File: config.mk
export PLATFORM = sky130hd
export DESIGN_NAME = fault_supervisor
export DESIGN_NICKNAME = d
export VERILOG_FILES = /design/src/rtl/fs_pkg.sv /design/src/rtl/fs_chan_latch.sv /design/src/rtl/fs_olp_tracker.sv /design/src/rtl/fs_combine.sv /design/src/rtl/fault_supervisor.sv
export SDC_FILE = /design/constraint.sdc
export NUM_CORES = 1
export LEC_CHECK = 0
export CAP_MARGIN = 20
export CORE_MARGIN = 3
export CORE_UTILIZATION = 41
export CTS_BUF_LIST = sky130_fd_sc_hd__clkbuf_16
export CTS_CLUSTER_DIAMETER = 60
export DETAILED_ROUTE_END_ITERATION = 8
export DONT_BUFFER_PORTS = 1
export PLACE_DENSITY_LB_ADDON = 0.12
export RECOVER_POWER = 25
export SLEW_MARGIN = 20
export SYNTH_ARGS = -nofsm -noshare
export SYNTH_HDL_FRONTEND = slang
export SYNTH_SLANG_ARGS = --single-unit
File: constraint.sdc
create_clock -name clk -period 1.3 [get_ports clk]
set_clock_uncertainty 0.1 [all_clocks]
set_input_delay 0.065 -clock clk [delete_from_list [all_inputs] [get_ports clk]]
set_output_delay 0.065 -clock clk [all_outputs]
set_load 0.05 [all_outputs]
File: src/rtl/fs_pkg.sv
package fs_pkg;
  // Status word bit positions; per-channel fields start at ST_CH_BASE.
  localparam int ST_ANY     = 0;
  localparam int ST_UV      = 1;
  localparam int ST_POR     = 2;
  localparam int ST_OV      = 3;
  localparam int ST_OTW     = 4;
  localparam int ST_OTSD    = 5;
  localparam int ST_CH_BASE = 6;

  function automatic int stat_width(input int n_ch);
    return ST_CH_BASE + 3 * n_ch;
  endfunction
endpackage

File: src/rtl/fs_chan_latch.sv
// Per-channel sticky fault: sets on the flag, releases only on clear while the flag is low.
module fs_chan_latch #(
  parameter int N_CH = 4
) (
  input  logic            clk,
  input  logic            rst_n,
  input  logic            clr,
  input  logic [N_CH-1:0] flag,
  output logic [N_CH-1:0] held
);
  for (genvar k = 0; k < N_CH; k++) begin : g_ch
    logic lat_q;
    always_ff @(posedge clk or negedge rst_n) begin
      if (!rst_n)            lat_q <= 1'b0;
      else if (flag[k])      lat_q <= 1'b1;
      else if (clr)          lat_q <= 1'b0;
    end
    assign held[k] = lat_q | flag[k];
  end
endmodule

File: src/rtl/fs_olp_tracker.sv
// Passive open-load: release needs a completed sequence since latching, then a clear with flag low.
module fs_olp_tracker #(
  parameter int N_CH = 4
) (
  input  logic            clk,
  input  logic            rst_n,
  input  logic            clr,
  input  logic            seq_done,
  input  logic [N_CH-1:0] flag,
  output logic [N_CH-1:0] held
);
  for (genvar k = 0; k < N_CH; k++) begin : g_ch
    logic lat_q, seq_q, lat_d;
    always_comb begin
      lat_d = lat_q;
      if (flag[k])               lat_d = 1'b1;
      else if (clr && seq_q)     lat_d = 1'b0;
    end
    always_ff @(posedge clk or negedge rst_n) begin
      if (!rst_n) begin
        lat_q <= 1'b0;
        seq_q <= 1'b0;
      end else begin
        lat_q <= lat_d;
        if (!lat_d)        seq_q <= 1'b0;
        else if (seq_done) seq_q <= 1'b1;
      end
    end
    assign held[k] = lat_q | flag[k];
  end
endmodule

File: src/rtl/fs_combine.sv
// Maps active faults onto the pin, the status word and the Hi-Z requests.
module fs_combine
  import fs_pkg::*;
#(
  parameter int N_CH = 4,
  localparam int SW  = stat_width(N_CH)
) (
  input  logic            rst_n,
  input  logic            cfg_ov_hi_sel,
  input  logic            cfg_oc_pin_en,
  input  logic            cfg_ol_pin_mask,
  input  logic            cfg_ol_keep_run,
  input  logic            cfg_otw_pin_en,
  input  logic            uv,
  input  logic            ov_lo,
  input  logic            ov_hi,
  input  logic            otw,
  input  logic            otsd,
  input  logic            por,
  input  logic [N_CH-1:0] oc_h,
  input  logic [N_CH-1:0] ola_h,
  input  logic [N_CH-1:0] olp_h,
  output logic            fault_n,
  output logic [SW-1:0]   stat,
  output logic [N_CH-1:0] hiz
);
  logic ov, all_off, pin_req;
  logic [SW-1:0] raw;

  always_comb begin
    ov      = cfg_ov_hi_sel ? ov_hi : ov_lo;
    all_off = uv | ov | otsd | ~rst_n;
    hiz     = {N_CH{all_off}} | oc_h | (ola_h & {N_CH{~cfg_ol_keep_run}});

    pin_req = uv | ov | otsd
            | (otw & cfg_otw_pin_en)
            | ((|oc_h) & cfg_oc_pin_en)
            | ((|ola_h | |olp_h) & ~cfg_ol_pin_mask);
    fault_n = ~(pin_req & rst_n);

    raw                                = '0;
    raw[ST_UV]                         = uv;
    raw[ST_POR]                        = por;
    raw[ST_OV]                         = ov;
    raw[ST_OTW]                        = otw;
    raw[ST_OTSD]                       = otsd;
    raw[ST_CH_BASE +: N_CH]            = oc_h;
    raw[ST_CH_BASE + N_CH +: N_CH]     = ola_h;
    raw[ST_CH_BASE + 2*N_CH +: N_CH]   = olp_h;
    raw[ST_ANY]                        = |raw;
    stat                               = raw;
  end
endmodule

File: src/rtl/fault_supervisor.sv
module fault_supervisor
  import fs_pkg::*;
#(
  parameter int N_CH = 4,
  localparam int SW  = stat_width(N_CH)
) (
  input  logic            clk,
  input  logic            rst_n,
  input  logic            cfg_ov_hi_sel,
  input  logic            cfg_oc_pin_en,
  input  logic            cfg_ol_pin_mask,
  input  logic            cfg_ol_keep_run,
  input  logic            cfg_otw_pin_en,
  input  logic            clr_i,
  input  logic            uv_i,
  input  logic            ov_lo_i,
  input  logic            ov_hi_i,
  input  logic            otw_i,
  input  logic            otsd_i,
  input  logic [N_CH-1:0] oc_i,
  input  logic [N_CH-1:0] ola_i,
  input  logic [N_CH-1:0] olp_i,
  input  logic            olp_seq_done_i,
  output logic            fault_n_o,
  output logic [SW-1:0]   stat_o,
  output logic [N_CH-1:0] hiz_o
);
  logic            por_q;
  logic [N_CH-1:0] oc_h, ola_h, olp_h;

  // Power-on marker: set by reset, released by the first clear.
  always_ff @(posedge clk or negedge rst_n) begin
    if (!rst_n)     por_q <= 1'b1;
    else if (clr_i) por_q <= 1'b0;
  end

  fs_chan_latch #(.N_CH(N_CH)) u_oc (
    .clk(clk), .rst_n(rst_n), .clr(clr_i), .flag(oc_i), .held(oc_h));

  fs_chan_latch #(.N_CH(N_CH)) u_ola (
    .clk(clk), .rst_n(rst_n), .clr(clr_i), .flag(ola_i), .held(ola_h));

  fs_olp_tracker #(.N_CH(N_CH)) u_olp (
    .clk(clk), .rst_n(rst_n), .clr(clr_i), .seq_done(olp_seq_done_i),
    .flag(olp_i), .held(olp_h));

  fs_combine #(.N_CH(N_CH)) u_comb (
    .rst_n(rst_n),
    .cfg_ov_hi_sel(cfg_ov_hi_sel), .cfg_oc_pin_en(cfg_oc_pin_en),
    .cfg_ol_pin_mask(cfg_ol_pin_mask), .cfg_ol_keep_run(cfg_ol_keep_run),
    .cfg_otw_pin_en(cfg_otw_pin_en),
    .uv(uv_i), .ov_lo(ov_lo_i), .ov_hi(ov_hi_i), .otw(otw_i), .otsd(otsd_i),
    .por(por_q), .oc_h(oc_h), .ola_h(ola_h), .olp_h(olp_h),
    .fault_n(fault_n_o), .stat(stat_o), .hiz(hiz_o));
endmodule

==> reports/metrics.cfg <==
[power]
p_leak_nw = 0.579
intPower_mw = 1.15
net-switching-power_mw = 0.442
seq_power_share_pct = 39.0
power.share.clock_pct = 38.9
switching_share_pct = 27.8
ir_drop_mv = 0.875
total_power_mw = 1.59
power_density_nw_per_um2 = 1100
power_frac_comb_pct = 22.1

[cts]
cts_inserted_buffers = 3
htree_levels = 1
clk_pin_slew_ns = 0.05
tritoncts = built
root_buffer = clkbuf_16
cts_buffer_depth = 2
clock-sinks = 17
insertion_delay_ns = 0.25

[logic_synthesis]
synth_nets = 111
yosysTopAreaCell = dfrtp_1
synth_edf_count = 0
netlist.area_leader.share_pct = 46.9
synth.avg_cell_area_um2 = 10.1
synth_area_leaders = dfrtp_1 (47%), a21o_1 (11%), buf_4 (4.4%)
synthesis.area_um2 = 855
synth-async-reset-ratio_pct = 100
synth-main-ff-cell = dfrtp_1
synthCells = 85
synth.most_common_cell = dfrtp_1
yosys_register_bits = 17
ys_types = 21
synth_common_cells = dfrtp_1 (16), a21o_1 (12), inv_1 (10), nor2_1 (9)
ys_warn_count = 0
ys_seq_area_share_pct = 49.9

[setup_path]
required_ns = 1.13
endpoint_kind = output pin
reg2reg_to = u_ola.g_ch[2].lat_q
crit_fanout = 2
crit_arrival_ns = 1.61
reg2reg_slack_ns = 0.15
start_kind = register
rr_worst_depth = 4
critical_path_class = reg2out
r2r_start = u_ola.g_ch[2].lat_q

[global_route]
antenna_found_initial = 0
grt_pass1_wl_mm = 4.33
grt-ovfl-total = 0
grt_use_total_pct = 22.4
grt_pass1_vias = 899
grt_max_degree = 18

[timing]
final-setup-viol-count = 11
final.setup.worst_slack_ns = -0.474
max_slew.worst_pin.slew_ns = 0.782
report.final.slew_viol_count = 0
min_period_ns = 1.77
max_freq_ghz = 0.564
hold_viol = 0
slew_headroom_pct = 47.7
rsz0062_at_grt = yes
finalCritPeriodShare_pct = 136

[route]
drc = 0
vias_per_cell = 5.54
vias = 825
wl_mm = 2.77
first_pass_iters = 4
drt_iter0_drc = 9
avgRoutedWirePerCell_um = 18.6
postRouteAntennaNets = 0

[layout]
fin_nets = 151
n_antenna_cell = 0
area_growth_pct = 68.7
layout-drive-gt1-share_pct = 40.3
finalInstanceArea_um2 = 1440

[hold_path]
hold_path_end = stat_o[5]
hold-path-cell-count = 0
worstHoldStart = otsd_i
min_path_type = in2out

[die]
fp.dieH_um = 51.7
placementRows = 15
start_util_pct = 46.5
die_w_um = 51.7
io_pins = 49
core_area_um2 = 1840
dieArea_um2 = 2670

[status]
status = finished, violations left
failed_checks = negative setup slack

[place]
hpwlAfterDp_mm = 1.65
post_dp_cell_area_um2 = 1040
port-buffer-count = 0
gp_congestion = 0.724

[run]
maxCapViolCount = 0

[power groups by stage]
| stage | sequential, mW | clock, mW | combinational (mW) |
|---|---|---|---|
| 2_1_floorplan | 0.609 | 0 | 0.212 |
| 3_3_place_gp | 0.609 | 0 | 0.259 |
| 3_5_place_dp | 0.610 | 0 | 0.263 |
| 4_1_cts | 0.613 | 0.625 | 0.353 |
| 5_1_grt | 0.624 | 0.646 | 0.378 |
| 6_report | 0.619 | 0.618 | 0.352 |
[metal layers]
metal / up-vias / track usage (%) / wire [um]
met5: - / 0 / 0
met4: 0 / 9.17 / 37
met3: 6 / 4.58 / 193
met2: 41 / 37.3 / 1430
met1: 401 / 28.0 / 1100
li1: 377 / - / -
[area by class of cell]
type,count,area [um^2]
Tap cell,25,31.3
Inverter,10,37.5
Timing Repair Buffer,40,354
Fill cell,131,398
Multi-Input combinational cell,53,510
Clock buffer,3,75.1
Clock inverter,1,5.00
Sequential cell,17,428
[metrics by stage]
step	worst slack [ns]	hold WS (ns)	TNS (ns)	std cells	util, %
2_1_floorplan	-0.253	-0.331	-0.437	85	-
3_3_place_gp	-0.291	-0.330	-0.458	126	56.8
3_5_place_dp	-0.313	-0.330	-0.523	126	56.8
4_1_cts	-0.456	0.0306	-1.60	148	77.8
5_1_grt	-0.565	0.0301	-2.49	149	78.4
6_report	-0.474	0.0300	-1.93	149	78.4
[flip-flops by register name, summed over array words and instances (netlist names)]
name / cells
u_oc.g_ch.lat_q: 4
u_ola.g_ch.lat_q: 4
u_olp.g_ch.lat_q: 4
u_olp.g_ch.seq_q: 4
por_q: 1
[critical path: stages, from the launching register on]
cell     delay (ns)
dfrtp_1        0.41
nor4_4         0.33
a41oi_2        0.18
o31ai_4        0.26
buf_12         0.18
[placed cells by master, fill, tap and decap left out, types with 3 or more instances in the layout]
| cell type | n |
|---|---|
| buf_6 | 5 |
| buf_4 | 15 |
| clkbuf_16 | 3 |
| o21a_1 | 4 |
| nor2_4 | 5 |
| or2_4 | 4 |
| a21o_1 | 12 |
| clkbuf_1 | 4 |
| nor2_2 | 3 |
| o211ai_1 | 4 |
| nand2_1 | 4 |
| nor4_4 | 4 |
| inv_1 | 10 |
| dlygate4sd3_1 | 15 |
| dfrtp_1 | 15 |
[timing repair]
| action | CTS | global route |
|---|---|---|
| resized for setup | 30 | 7 |
| pin swaps | 1 | 6 |
| hold endpoints to repair | 34 | 0 |
| gates cloned | 0 | 0 |
| setup buffers | 3 | 3 |
| hold buffers | 15 | 0 |
| setup endpoints to repair | 16 | 14 |
[kinds of logic (layout without fill, tap and decap cells)]
group / after synthesis / in the layout / synth area share (%)
multiplexers: 1 / 1 / 1.76
flip-flops: 17 / 17 / 49.9
AO/OA/AOI/OAI: 24 / 24 / 21.5
buffers and inverters: 15 / 54 / 8.79
AND/OR/NAND/NOR: 28 / 28 / 18.0
[worst max-delay path by stage]
| stage | endpoint | start |
|---|---|---|
| final | fault_n_o | u_ola.g_ch[3].lat_q |
| after global routing | fault_n_o | u_ola.g_ch[3].lat_q |
| after CTS | fault_n_o | u_ola.g_ch[2].lat_q |
| after detailed placement | fault_n_o | u_ola.g_ch[3].lat_q |
| after global placement | fault_n_o | u_ola.g_ch[3].lat_q |
| after floorplan | fault_n_o | u_ola.g_ch[2].lat_q |
Power figures use the tool's default switching activity.
